File: src/rtl/link_init_pkg.sv
package link_init_pkg;

    localparam int ADDR_W = 20;
    localparam int DATA_W = 8;
    localparam int COMMON_STEPS = 9;

    localparam logic [ADDR_W-1:0] REG_LINK_MGMT = 20'h30A03;
    localparam logic [ADDR_W-1:0] REG_MODE      = 20'h30A05;
    localparam logic [ADDR_W-1:0] REG_SOFTRST   = 20'h30A06;
    localparam logic [ADDR_W-1:0] REG_TX_READY  = 20'h30A07;
    localparam logic [ADDR_W-1:0] REG_GRP_A_RST = 20'h30005;
    localparam logic [ADDR_W-1:0] REG_GRP_B_RST = 20'h30105;

    localparam logic [DATA_W-1:0] VAL_CHAN_CFG  = 8'h82;
    localparam logic [DATA_W-1:0] VAL_MGMT_INIT = 8'h1B;
    localparam logic [DATA_W-1:0] VAL_MGMT_FINAL = 8'h49;

    typedef enum logic [2:0] {
        ST_IDLE,
        ST_WRITE,
        ST_WAIT,
        ST_DONE,
        ST_TIMEOUT
    } seq_state_e;

    typedef struct packed {
        logic [ADDR_W-1:0] addr;
        logic [DATA_W-1:0] data;
    } wr_op_t;

    function automatic wr_op_t common_op(input int unsigned k);
        wr_op_t op;
        case (k)
            0: op = '{addr: REG_LINK_MGMT, data: VAL_MGMT_INIT};
            1: op = '{addr: REG_MODE,      data: 8'h01};
            2: op = '{addr: REG_SOFTRST,   data: 8'h01};
            3: op = '{addr: REG_SOFTRST,   data: 8'h00};
            4: op = '{addr: REG_TX_READY,  data: 8'h01};
            5: op = '{addr: REG_GRP_A_RST, data: 8'h20};
            6: op = '{addr: REG_GRP_B_RST, data: 8'h20};
            7: op = '{addr: REG_GRP_A_RST, data: 8'h00};
            default: op = '{addr: REG_GRP_B_RST, data: 8'h00};
        endcase
        return op;
    endfunction

    function automatic wr_op_t final_op();
        return '{addr: REG_LINK_MGMT, data: VAL_MGMT_FINAL};
    endfunction

endpackage

File: src/rtl/link_init_table.sv
module link_init_table
    import link_init_pkg::*;
#(
    parameter int unsigned        NUM_CHAN    = 8,
    parameter logic [ADDR_W-1:0]  CHAN_BASE   = 20'h30804,
    parameter logic [ADDR_W-1:0]  CHAN_STRIDE = 20'h00010,
    parameter int unsigned        IDX_W       = 5
) (
    input  logic [IDX_W-1:0] idx,
    output wr_op_t           op
);
    localparam int unsigned PRE_LAST = NUM_CHAN + COMMON_STEPS;

    wr_op_t chan_op [NUM_CHAN];

    for (genvar g = 0; g < NUM_CHAN; g++) begin : g_chan
        assign chan_op[g].addr = CHAN_BASE + ADDR_W'(g) * CHAN_STRIDE;
        assign chan_op[g].data = VAL_CHAN_CFG;
    end

    always_comb begin
        int unsigned i;
        i = int'(idx);
        if (i < NUM_CHAN)
            op = chan_op[i];
        else if (i < PRE_LAST)
            op = common_op(i - NUM_CHAN);
        else
            op = final_op();
    end
endmodule

File: src/rtl/link_wr_port.sv
module link_wr_port
    import link_init_pkg::*;
(
    input  logic              clk,
    input  logic              rst,
    input  logic              load,
    input  wr_op_t            op_in,
    input  logic              wr_ready,
    output logic              wr_valid,
    output logic [ADDR_W-1:0] wr_addr,
    output logic [DATA_W-1:0] wr_data,
    output logic              accept
);
    wr_op_t held;

    assign accept  = wr_valid && wr_ready;
    assign wr_addr = held.addr;
    assign wr_data = held.data;

    always_ff @(posedge clk) begin
        if (rst) begin
            wr_valid <= 1'b0;
            held     <= '0;
        end else if (load) begin
            wr_valid <= 1'b1;
            held     <= op_in;
        end else if (accept) begin
            wr_valid <= 1'b0;
        end
    end
endmodule

File: src/rtl/link_wait_timer.sv
module link_wait_timer #(
    parameter int unsigned LIMIT = 1000
) (
    input  logic clk,
    input  logic rst,
    input  logic clr,
    input  logic run,
    output logic expired
);
    localparam int unsigned CNT_W = $clog2(LIMIT + 1);

    logic [CNT_W-1:0] cnt;

    assign expired = run && (cnt == CNT_W'(LIMIT - 1));

    always_ff @(posedge clk) begin
        if (rst || clr)
            cnt <= '0;
        else if (run && !expired)
            cnt <= cnt + 1'b1;
    end
endmodule

File: src/rtl/link_init_seq.sv
module link_init_seq
    import link_init_pkg::*;
#(
    parameter int unsigned        NUM_CHAN    = 8,
    parameter int unsigned        NUM_LINKS   = 8,
    parameter int unsigned        TIMEOUT_CYC = 1000,
    parameter logic [ADDR_W-1:0]  CHAN_BASE   = 20'h30804,
    parameter logic [ADDR_W-1:0]  CHAN_STRIDE = 20'h00010
) (
    input  logic                 clk,
    input  logic                 rst,
    input  logic                 start,
    output logic                 wr_valid,
    output logic [ADDR_W-1:0]    wr_addr,
    output logic [DATA_W-1:0]    wr_data,
    input  logic                 wr_ready,
    input  logic [NUM_LINKS-1:0] link_good,
    output logic                 done,
    output logic                 timeout
);
    localparam int unsigned TOTAL  = NUM_CHAN + COMMON_STEPS + 1;
    localparam int unsigned IDX_W  = $clog2(TOTAL + 1);
    localparam logic [IDX_W-1:0] LAST_PRE  = IDX_W'(TOTAL - 2);
    localparam logic [IDX_W-1:0] FINAL_IDX = IDX_W'(TOTAL - 1);

    seq_state_e       state, state_nx;
    logic [IDX_W-1:0] idx, idx_nx;
    logic             load, accept, all_good, expired;
    wr_op_t           op;

    assign all_good = &link_good;

    link_init_table #(
        .NUM_CHAN   (NUM_CHAN),
        .CHAN_BASE  (CHAN_BASE),
        .CHAN_STRIDE(CHAN_STRIDE),
        .IDX_W      (IDX_W)
    ) u_table (
        .idx(idx_nx),
        .op (op)
    );

    link_wr_port u_port (
        .clk     (clk),
        .rst     (rst),
        .load    (load),
        .op_in   (op),
        .wr_ready(wr_ready),
        .wr_valid(wr_valid),
        .wr_addr (wr_addr),
        .wr_data (wr_data),
        .accept  (accept)
    );

    link_wait_timer #(
        .LIMIT(TIMEOUT_CYC)
    ) u_timer (
        .clk    (clk),
        .rst    (rst),
        .clr    (state != ST_WAIT),
        .run    ((state == ST_WAIT) && !all_good),
        .expired(expired)
    );

    always_comb begin
        state_nx = state;
        idx_nx   = idx;
        load     = 1'b0;
        unique case (state)
            ST_IDLE, ST_DONE, ST_TIMEOUT: begin
                if (start) begin
                    state_nx = ST_WRITE;
                    idx_nx   = '0;
                    load     = 1'b1;
                end
            end
            ST_WRITE: begin
                if (accept) begin
                    if (idx == FINAL_IDX) begin
                        state_nx = ST_DONE;
                    end else if (idx == LAST_PRE) begin
                        state_nx = ST_WAIT;
                        idx_nx   = FINAL_IDX;
                    end else begin
                        idx_nx = idx + 1'b1;
                        load   = 1'b1;
                    end
                end
            end
            ST_WAIT: begin
                if (all_good) begin
                    state_nx = ST_WRITE;
                    idx_nx   = FINAL_IDX;
                    load     = 1'b1;
                end else if (expired) begin
                    state_nx = ST_TIMEOUT;
                end
            end
            default: state_nx = ST_IDLE;
        endcase
    end

    always_ff @(posedge clk) begin
        if (rst) begin
            state <= ST_IDLE;
            idx   <= '0;
        end else begin
            state <= state_nx;
            idx   <= idx_nx;
        end
    end

    assign done    = (state == ST_DONE);
    assign timeout = (state == ST_TIMEOUT);
endmodule

File: config.mk
export PLATFORM = sky130hd
export DESIGN_NAME = link_init_seq
export DESIGN_NICKNAME = d
export VERILOG_FILES = /design/src/rtl/link_init_pkg.sv /design/src/rtl/link_init_table.sv /design/src/rtl/link_wr_port.sv /design/src/rtl/link_wait_timer.sv /design/src/rtl/link_init_seq.sv
export SDC_FILE = /design/constraint.sdc
export NUM_CORES = 1
export LEC_CHECK = 0
export ABC_CLOCK_PERIOD_IN_PS = 2600
export BUFFER_PORTS_ARGS = -buffer_cell sky130_fd_sc_hd__buf_2
export CAP_MARGIN = 20
export CORE_ASPECT_RATIO = 0.75
export CORE_UTILIZATION = 50
export DETAILED_ROUTE_END_ITERATION = 8
export PLACE_DENSITY = 0.74
export SETUP_SLACK_MARGIN = 0.4
export SLEW_MARGIN = 0
export SYNTH_ARGS = -nofsm -noshare
export SYNTH_HDL_FRONTEND = slang
export SYNTH_SLANG_ARGS = --single-unit
export TNS_END_PERCENT = 100
File: constraint.sdc
create_clock -name clk -period 2.6 [get_ports clk]
set_input_delay 0.52 -clock clk [delete_from_list [all_inputs] [get_ports clk]]
set_output_delay 0.52 -clock clk [all_outputs]
set_load 0.01 [all_outputs]
Yosys cells after proc, flatten, opt, wreduce, memory -nomap -nowiden --
Memory sizes are Yosys's and may differ from the RTL's. Cells that the tools add are included.
Operators by class: equality and inequality tests 12, $lt $le $gt $ge 3, add/subtract/negate cells 3, bitwise operators 1, reductions and logical operators 13, multiplexer cells 26
Operator list (number):
- two-way mux 28 bit | 5
- >= comparator 33 x 4 -> 1 bit, second input constant | 1
- inverter 5 -> 33 bit | 1
- logical NOT 29 bit | 1
- two-way mux 5 bit | 5
- two-way mux 3 bit | 6
- one-hot mux 5 bit (3 select lines) | 1
- adder 10 x 1 -> 10 bit, second input constant | 1
- == test 10 bit, second input constant | 1
- == test 5 bit, second input constant | 2
- one-hot mux 3 bit (3 select lines) | 1
- AND reduction 8 bit | 1
- two-way mux 1 bit | 7
- == test 3 x 2 -> 1 bit, second input constant | 2
- inequality test 3 x 2 -> 1 bit, second input constant | 2
- subtractor 5 x 4 -> 6 bit, second input constant | 1
- adder 5 x 1 -> 5 bit, second input constant | 1
- less-than comparator 5 x 4 -> 1 bit, second input constant | 1
- less-than comparator 5 bit, second input constant | 1
- logical AND 1 bit | 4
- inequality test 2 bit, second input constant | 2
- AND reduction 4 bit | 1
- == test 3 x 1 -> 1 bit, second input constant | 1
- == test 3 bit, second input constant | 1
- 7 further kinds | 8
Word-level totals: register bits after elaboration 47, ROM bits 312, input port bits 12, output and inout port bits 31, word-level logic and storage cells 66, memories kept 2
Memory list:
- (name not given) | words 8, width 28, read ports 1, clocked after Yosys merged registers in 0, write ports 0, RTL line link_init_table.sv:25 | op = chan_op[i];
- (name not given) | words 8, width 11, read ports 1, clocked after Yosys merged registers in 0, write ports 0, RTL line link_init_pkg.sv:33 | case (k)

Longest topological paths before layout --
Gate-level depths: netlist (run 1).
word-level depth 10, gate-level depth with buffers 11, depth with buffers taken out 11

Modules after synthesis --
From an unflattened synthesis (run 1), not the netlist that was laid out.
Unflattened totals: cell total of the unflattened synthesis 301, area, all modules 2631.3 µm²
By module, submodules not included:
- link_wr_port | instances 1, sequential area each 580.6 µm², cells each 95, area an instance 1039.7 µm²
- link_init_seq | instances 1, sequential area each 160.2 µm², cells each 90, area an instance 689.4 µm²
- link_wait_timer | instances 1, sequential area each 200.2 µm², cells each 66, area an instance 558.0 µm²
- link_init_table | instances 1, sequential area each 0.0 µm², cells each 50, area an instance 344.1 µm²

Worst setup path after synthesis (run 1) --
No wires, ideal clock.
path kind register -> register, start point reg state[0], end point reg u_port.held, in the netlist u_port.wr_addr[2], stages on the path, launching flop included 10, slack 0.296 ns, required time 2.530 ns, period minus slack after synthesis 2.304 ns, arrival time 2.233 ns, setup time 0.070 ns, path buffers 1, cell sequence dfxtp_1 -> or3b_1 -> buf_2 -> a211oi_1 -> or2_2 -> a21oi_2 -> ha_1 -> and4_4 -> or3_1 -> a21oi_1
Between the ends: word-level cells in the longest chain between the ends 8, elaborated cells between the ends (all ways) 20, classes of those cells add/sub (1); order compare (2); eq/ne (4); mux (7); bitwise (1); reduce/logical (3); memory (2)
Ends and longest elaborated chain:
- start, declared | RTL line link_init_seq.sv:26 | seq_state_e state, state_nx;
- start signal, assigned | RTL line link_init_seq.sv:108 | state <= state_nx;
- == test 3 x 2 -> 1 bit, or another cell as far along | RTL line link_init_seq.sv:69 | unique case (state)
- OR reduction 3 bit | RTL line link_init_seq.sv:69
- one-hot mux 5 bit (3 select lines) | RTL line link_init_seq.sv:69
- subtractor 5 x 4 -> 6 bit / inverter 5 -> 33 bit (equally long branches) | RTL line link_init_table.sv:27, link_init_table.sv:25
- memory (8 x 11 bit), or another cell as far along
- two-way mux 28 bit (on tied branches) | RTL line link_init_pkg.sv:33, link_init_table.sv:25
- two-way mux 28 bit (on tied branches) | RTL line link_init_table.sv:26, link_init_table.sv:25
- two-way mux 28 bit | RTL line link_init_table.sv:24 | if (i < NUM_CHAN)
- end signal, assigned | RTL line link_wr_port.sv:26 | held <= op_in;
- end, declared | RTL line link_wr_port.sv:14 | wr_op_t held;
Parallel ways exist; a longest one is shown, timed or not. The select of a mux whose other input is x is not followed. A chain may end at the register's enable or synchronous reset.

Worst setup path in the final report (run 1) --
start point reg state[2], end point reg u_port.held, in the netlist u_port.wr_addr[11]
Same word-level chain as after synthesis.

==> metrics.md, run 1 <==
| Metric | Value |
|---|---|
| Main synth FF type | `dfxtp_1` |
| Fin util | `roughly 77%` |
| GP Congestion | `~0.86` |
| Clock buffer depth | `2` |
| Core area | `~3700 um2` |
| Syn Std Cell Area | `~2000 um2` |
| Worst Hold Depth | `2` |
| Fmax | `approximately 430 MHz` |
| Layout cells sized above 1 | `a little under half` |
| Clock root cell | `clkbuf_8` |
| Setup violators final | `0` |
| Post-synth EDFFs | `0` |
| Worst Setup SP | `state[2]` |
| Average wire per cell in the routed design | `between 15 and 20 um` |
| Sw Share | `33.4%` |
| HPWL Detailed | `slightly below 3000 um` |
| Worst-path clk slew | `roughly 0.08 ns` |
| TritonCTS clock tree | `done` |
| CP max FO | `5` |
| CTS H-tree lvls | `2` |
| Drt total wl | `~6300 um` |
| RSZ-0062 raised after global routing | `true` |
| Max Cap Viol | `0` |
| Worst Tran Pin Value | `approximately 0.56 ns` |
| CTS buffer count | `5` |
| IO Pins | `43` |
| Total placed instance area | `roughly 2200 um2` |
| Static leakage | `approximately 1.2 nW` |
| Final worst-path cycle share | `89.7%` |
| Crit path max-delay cell type | `dfxtp_4` |
| Clock latency on the worst-skew pair | `0.29 ns` |
| Minimum period implied by the final worst setup slack | `~2.3 ns` |
| FF+latch count, synth | `36` |
| First-pass GRT wire length | `about 8500 um` |
| Outcome | `complete, no violations` |
| Die Ht | `roughly 57 um` |
| Post-route DRC | `0` |
| PwrDens | `612 nW/um2` |
| Seq/Total Area, Yosys | `36.2%` |
| Final-report hold violation count | `0` |
| Hold Startpoint | `u_port.wr_addr[6]` |
| Reg2Reg Setup Slack | `between 0.2 and 0.3 ns` |
| Worst reg2reg path depth | `10` |
| Drt first pass iters | `5` |
| TNS Setup | `0 ns` |
| CP endpoint kind | `flip-flop` |
| Min setup slack post-route | `approximately 0.27 ns` |
| I/O Buffers | `32` |
| Clk_skew | `~0.0035 ns` |
| Avg Synthesized Cell Area | `about 8.2 um2` |
| Reg-to-reg critical path startpoint | `state[2]` |
| Warnings from Yosys | `0` |
| Clock Sinks | `36` |
| Via-to-Cell Ratio | `roughly 5.7` |
| Async set-reset flop share out of synthesis | `0%` |
| Combinational Power Share | `between 30% and 40%` |
| GRT Overall Usage | `26.7%` |
| Startpoint Class | `flip-flop` |
| Die area | `approximately 4200 um2` |
| VDD IR-drop max | `0.406 mV` |
| Row cnt | `19` |
| Area delta synth->final | `45.1%` |
| Internal power | `0.00118 W` |
| Worst hold path type | `reg -> reg` |
| Post-Syn Instances | `around 240` |
| Sw Pwr | `0.000590 W` |
| Die Wd | `74.9 um` |
| Crit path cell chain | `buf_4 > nand2b_1 > o21ai_4 > o211ai_1 > a21oi_2 > buf_4 > a41oi_4 > buf_6 > nor4_4 > nor3_1` |
| Critical path data arrival time | `2.49 ns` |
| # diodes | `0` |
| Clock power frac | `approximately 28%` |
| Hold Path Sink | `u_port.wr_addr[6]` |
| Detailed-route via count | `about 2100` |
| CP most frequent cell | `buf_4` |
| Biggest cell delay along the critical path | `0.36 ns` |
| Slew Viols, Final | `0` |
| Vias in the first global route | `between 1500 and 2000` |
| Starting Density | `53.3%` |
| CP required | `2.75 ns` |
| Synth cell types | `56` |
| NumNets Final | `roughly 330` |
| Relative slew slack | `between 60% and 70%` |
| Initial DRC Count | `261` |
| Largest net degree at the start of global routing | `29` |
| Setup Crit Path Kind | `reg -> reg` |
| Post-route ant nets | `0` |
| Initial antenna violation count | `0` |
| Pre-CTS WS | `just under 0.1 ns` |
| Final instance area | `2890 um2` |
| Gr ovfl total | `0` |
| Reg-to-reg endpoint | `u_port.wr_addr[11]` |
| Reg power frac | `between 30% and 40%` |
[power groups by stage]
| stage | logic [W] | clock network, W | registers [W] |
|---|---|---|---|
| floorplan | 0.000275 | 0 | 0.000645 |
| global placement | 0.000372 | 0 | 0.000642 |
| detailed placement | 0.000374 | 0 | 0.000642 |
| CTS | 0.000504 | 0.000490 | 0.000622 |
| global route | 0.000687 | 0.000525 | 0.000630 |
| finish | 0.000645 | 0.000497 | 0.000625 |
[worst max-delay path: cells and delay by family (launching register included)]
family / cells / cell delay [ns]
buffers and inverters: 3 / 0.47
AOI/OAI and AO/OA: 4 / 0.78
DFF: 1 / 0.36
and+or+nand+nor: 3 / 0.58
[placed cells by master, fill, tap and decap left out, types with 4 or more instances in the layout]
cell | synthesis | layout
a21oi_1 | 17 | 13
buf_6 | 1 | 10
o21ai_0 | 7 | 7
dfxtp_1 | 36 | 28
dfxtp_4 | 0 | 5
buf_4 | 11 | 33
nand4_1 | 4 | 4
nand3_1 | 13 | 12
a21oi_2 | 3 | 5
xor2_1 | 5 | 5
buf_2 | 2 | 32
nand2_1 | 23 | 18
nor4_4 | 1 | 4
nor2_1 | 32 | 30
nor3_1 | 11 | 9
conb_1 | 1 | 10
clkbuf_8 | 0 | 5
nand2_2 | 0 | 5
[per-layer routing]
layer | wire length [um] | track usage, %
met1 | 2640 | 36.2
met4 | 236 | 14.0
met3 | 444 | 7.72
met2 | 3000 | 38.0
met5 | 0 | 0
[what timing repair did]
item,4_1_cts,5_1_grt
cloned,0,1
hold buffers,0,0
gates resized for setup,32,41
setup buffers,21,14
endpoints found under the setup margin,13,14
pin swaps,21,25
[registers in the layout, summed over array words and instances (netlist names)]
register and count:
u_port.wr_addr 10, state 3, u_port.wr_data 7, idx 5
u_timer.cnt 10, u_port.wr_valid 1
[Yosys cell counts, types with 2 or more instances]
cell type,number,share of area [%]
nand3_1,13,3.3
dfxtp_1,36,36
o21ai_0,7,1.8
buf_4,11,4.1
nor4_1,4,1.3
or3_1,4,1.3
a211oi_1,3,1.1
o21ai_2,2,0.88
xor2_1,5,2.2
or2_2,2,0.63
buf_1,2,0.38
and2_1,2,0.63
nand2_1,23,4.3
a21o_1,2,0.75
nor3_1,11,2.8
clkbuf_1,5,0.94
nand3b_1,3,1.1
nand2b_1,3,0.94
a21oi_1,17,4.3
buf_2,2,0.50
a21oi_2,3,1.3
nor2_1,32,6.0
xnor2_1,3,1.3
inv_1,6,1.1
or3b_1,2,0.88
ha_1,7,4.4
nand4_1,4,1.3
[metrics by stage]
stage | power (W) | cells | hold WS [ns]
5_1_grt | 0.00184 | 368 | 0.484
6_report | 0.00177 | 368 | 0.460
2_1_floorplan | 0.000920 | 252 | 0.476
4_1_cts | 0.00162 | 353 | 0.449
3_5_place_dp | 0.00102 | 324 | 0.441
3_3_place_gp | 0.00101 | 324 | 0.438
[worst max path at each step]
stage / endpoint / depth (start not counted)
after floorplan: u_port.wr_addr[8] / 9
after global placement: u_port.wr_addr[8] / 8
after detailed placement: u_port.wr_addr[8] / 8
after CTS: u_port.wr_data[0] / 9
after global routing: u_port.wr_addr[11] / 8
final: u_port.wr_addr[11] / 10
[final cells by class]
class	instances	area, um2
clock buffers	5	68.8
clock inverters	3	42.5
fillers	245	845
inverters	6	22.5
multi-input cells	189	1400
flip-flops and latches	36	743
well taps	52	65.1
repair buffers	77	548
[cells by family after synthesis]
logic type,Yosys count,share of synthesized area [%]
xor gates and xnor gates,8,3.52
AOI/OAI and AO/OA,50,17.3
adders and majority gates,7,4.40
other,1,0.188
and+or+nand+nor,113,30.2
muxes,1,0.503
buffers and inverters,27,7.67
DFF,36,36.2
Note: power is estimated with default switching activity, not from simulation.
==> run 2, diff against run 1 <==
Settings changed: CELL_PAD_IN_SITES_DETAIL_PLACEMENT from default to 2, CELL_PAD_IN_SITES_GLOBAL_PLACEMENT from default to 2, CORE_UTILIZATION 50 to 32, CTS_BUF_LIST from default to sky130_fd_sc_hd__clkbuf_8, PLACE_DENSITY 0.74 to default, PLACE_DENSITY_LB_ADDON from default to 0.1.
==> run 2 against run 1 <==
Compared with the run above:
- sequential share of layout area rose by 2.2 points
- register-to-register slack barely moved
- maximum frequency rose by 0.48%
- sequential power barely moved
- first-iteration DRC count fell by 77%
- power fell by 10%
- core utilization fell by 33 points
- die area rose by 54%
- critical path depth fell by 2
- largest power group is now sequential cells
==> metrics.md, run 2 (synthesized netlist as in run 1, its figures left out) <==
| Metric | Value |
|---|---|
| Core area | `5920 um2 (was 3730 um2)` |
| Sequential cell area | `736 um2 (was 743 um2)` |
| Outcome | `complete, no violations (unchanged)` |
| Pre-CTS WS | `0.0328 ns (was 0.0986 ns)` |
| Clk_skew | `0.00820 ns (was 0.00347 ns)` |
| Clock buffer depth | `2 (unchanged)` |
| Clock Sinks | `36 (unchanged)` |
| Largest net degree at the start of global routing | `20 (was 29)` |
| I/O Buffers | `32 (unchanged)` |
| Worst hold path type | `reg -> reg (unchanged)` |
| Worst Tran Pin Value | `0.553 ns (was 0.560 ns)` |
| Fin cells | `380 (was 368)` |
| Busiest grt layer | `met2 (unchanged)` |
| Multi-input gate area | `1260 um2 (was 1400 um2)` |
| Max Cap Viol | `0 (unchanged)` |
| Min setup slack post-route | `0.278 ns (was 0.267 ns)` |
| PwrDens | `602 nW/um2 (was 612 nW/um2)` |
| GP Congestion | `0.806 (was 0.859)` |
| Minimum period implied by the final worst setup slack | `2.32 ns (was 2.33 ns)` |
| Placed Cells | `352 (was 324)` |
| Crit path buffers/inverters | `1 (was 3)` |
| TNS Setup | `0 ns (unchanged)` |
| Detailed-route via count | `1977 (was 2113)` |
| HPWL Detailed | `4380 um (was 2970 um)` |
| Reg2Reg Setup Slack | `0.28 ns (was 0.27 ns)` |
| Global routing usage on met1 | `28.9% (was 36.2%)` |
| Relative slew slack | `62.8% (was 62.7%)` |
| Grt met2 use | `31.7% (was 38.0%)` |
| Worst-path clk slew | `0.07 ns (was 0.08 ns)` |
| Clock latency on the worst-skew pair | `0.29 ns (about the same)` |
| Initial antenna violation count | `0 (unchanged)` |
| Startpoint Class | `flip-flop (unchanged)` |
| Biggest cell delay along the critical path | `0.43 ns (was 0.36 ns)` |
| Average wire per cell in the routed design | `17.4 um (was 17.2 um)` |
| Layout cells sized above 1 | `36.4% (was 46.5%)` |
| Fin util | `44.6% (was 77.4%)` |
| Static leakage | `1.08 nW (was 1.18 nW)` |
| Gr ovfl total | `0 (unchanged)` |
| Setup Crit Path Kind | `reg -> reg (unchanged)` |
| Cell family with most CP delay | `simple AND/OR/NAND/NOR gates (was compound AO/OA/AOI/OAI gates)` |
| NumNets Final | `321 (was 334)` |
| Area delta synth->final | `32.5% (was 45.1%)` |
| Clock root cell | `clkbuf_8 (unchanged)` |
| Setup violators final | `0 (unchanged)` |
| Drt first pass iters | `4 (was 5)` |
| Via-to-Cell Ratio | `5.20 (was 5.74)` |
| GRT Overall Usage | `20.3% (was 26.7%)` |
| Die area | `6540 um2 (was 4240 um2)` |
| Slew Viols, Final | `0 (unchanged)` |
| Vias in the first global route | `1985 (was 1805)` |
| Initial DRC Count | `61 (was 261)` |
| CP endpoint kind | `flip-flop (unchanged)` |
| RSZ-0062 raised after global routing | `true (unchanged)` |
| Met3 Usage GRT | `3.27% (was 7.72%)` |
| Crit path max-delay cell type | `or3b_4 (was dfxtp_4)` |
| Post-route DRC | `0 (unchanged)` |
| Die Wd | `93.1 um (was 74.9 um)` |
| CTS Hold Bufs | `0 (unchanged)` |
| CP required | `2.82 ns (was 2.75 ns)` |
| Starting Density | `33.7% (was 53.3%)` |
| CTS H-tree lvls | `2 (unchanged)` |
| TritonCTS clock tree | `done (unchanged)` |
| Most frequent cells in the layout | `32 x nor2_1, 32 x buf_2, 30 x dfxtp_1, 28 x buf_4, 23 x nand2_1 (was 33 x buf_4, 32 x buf_2, 30 x nor2_1, 28 x dfxtp_1, 18 x nand2_1)` |
| Row cnt | `24 (was 19)` |
| CTS buffer count | `5 (unchanged)` |
| First-pass GRT wire length | `10200 um (was 8480 um)` |
| Crit path cell chain | `or3b_4 > buf_6 > o211ai_1 > a21oi_4 > ha_2 > and4_4 > or3_1 > a21oi_1 (was buf_4 > nand2b_1 > o21ai_4 > o211ai_1 > a21oi_2 > buf_4 > a41oi_4 > buf_6 > nor4_4 > nor3_1)` |
| IO Pins | `43 (unchanged)` |
| # diodes | `0 (unchanged)` |
| Post-route ant nets | `0 (unchanged)` |
| VDD IR-drop max | `0.283 mV (was 0.406 mV)` |
| CP max FO | `6 (was 5)` |
| Total power draw | `0.00159 W (was 0.00177 W)` |
| Final-report hold violation count | `0 (unchanged)` |
| Final worst-path cycle share | `89.3% (was 89.7%)` |
| Drt total wl | `6600 um (was 6310 um)` |
| # fillers | `687 (was 245)` |
| Critical path data arrival time | `2.55 ns (was 2.49 ns)` |
| Die Ht | `70.3 um (was 56.6 um)` |
| Fmax | `431 MHz (was 429 MHz)` |
[run 2: metrics by stage]
step | instance area, um2 | hold slack, ns
6_report | 2640 | 0.455
5_1_grt | 2640 | 0.490
4_1_cts | 2610 | 0.463
3_5_place_dp | 2250 | 0.447
3_3_place_gp | 2250 | 0.440
2_1_floorplan | 2040 | 0.476
[run 2: path summary, 6_finish.rpt]
check | startpoint | to | cells after the start
setup / recovery | state[2] | u_port.wr_addr[2] | 8
hold / removal | u_port.wr_addr[0] | u_port.wr_addr[0] | 2
setup reg to reg | state[2] | u_port.wr_addr[2] | 8
hold reg to reg | u_port.wr_addr[0] | u_port.wr_addr[0] | 2
[run 2: worst min-delay path, stage by stage, from the launching register on]
cell and delay (ns):
dfxtp_1 0.31, nand2_1 0.05, a21oi_1 0.05
[run 2: per-layer routing]
metal	part of all wire, %	vias to the layer above
li1	-	954
met1	50	983
met2	47	36
met3	2.7	4
met4	0.64	0
met5	0	-
[run 2: final cells by class]
cell class / instances / area share [%]
Clock buffer: 7 / 3.65
Inverter: 6 / 0.949
Multi-Input combinational cell: 189 / 47.9
Sequential cell: 36 / 27.9
Tap cell: 78 / 3.70
Timing Repair Buffer: 64 / 15.9
[run 2: timing repair]
| item | in CTS | in global routing |
|---|---|---|
| setup buffers | 20 | 1 |
| setup endpoints to repair | 16 | 16 |
| pin swaps | 27 | 7 |
| gates resized for setup | 30 | 4 |
[run 2: report_power, final]
group	total (W)	switching [W]	internal, W
Combinational	0.000530	0.000311	0.000219
Sequential	0.000625	0.0000312	0.000594
Clock	0.000432	0.000196	0.000236
Total	0.00159	0.000538	0.00105
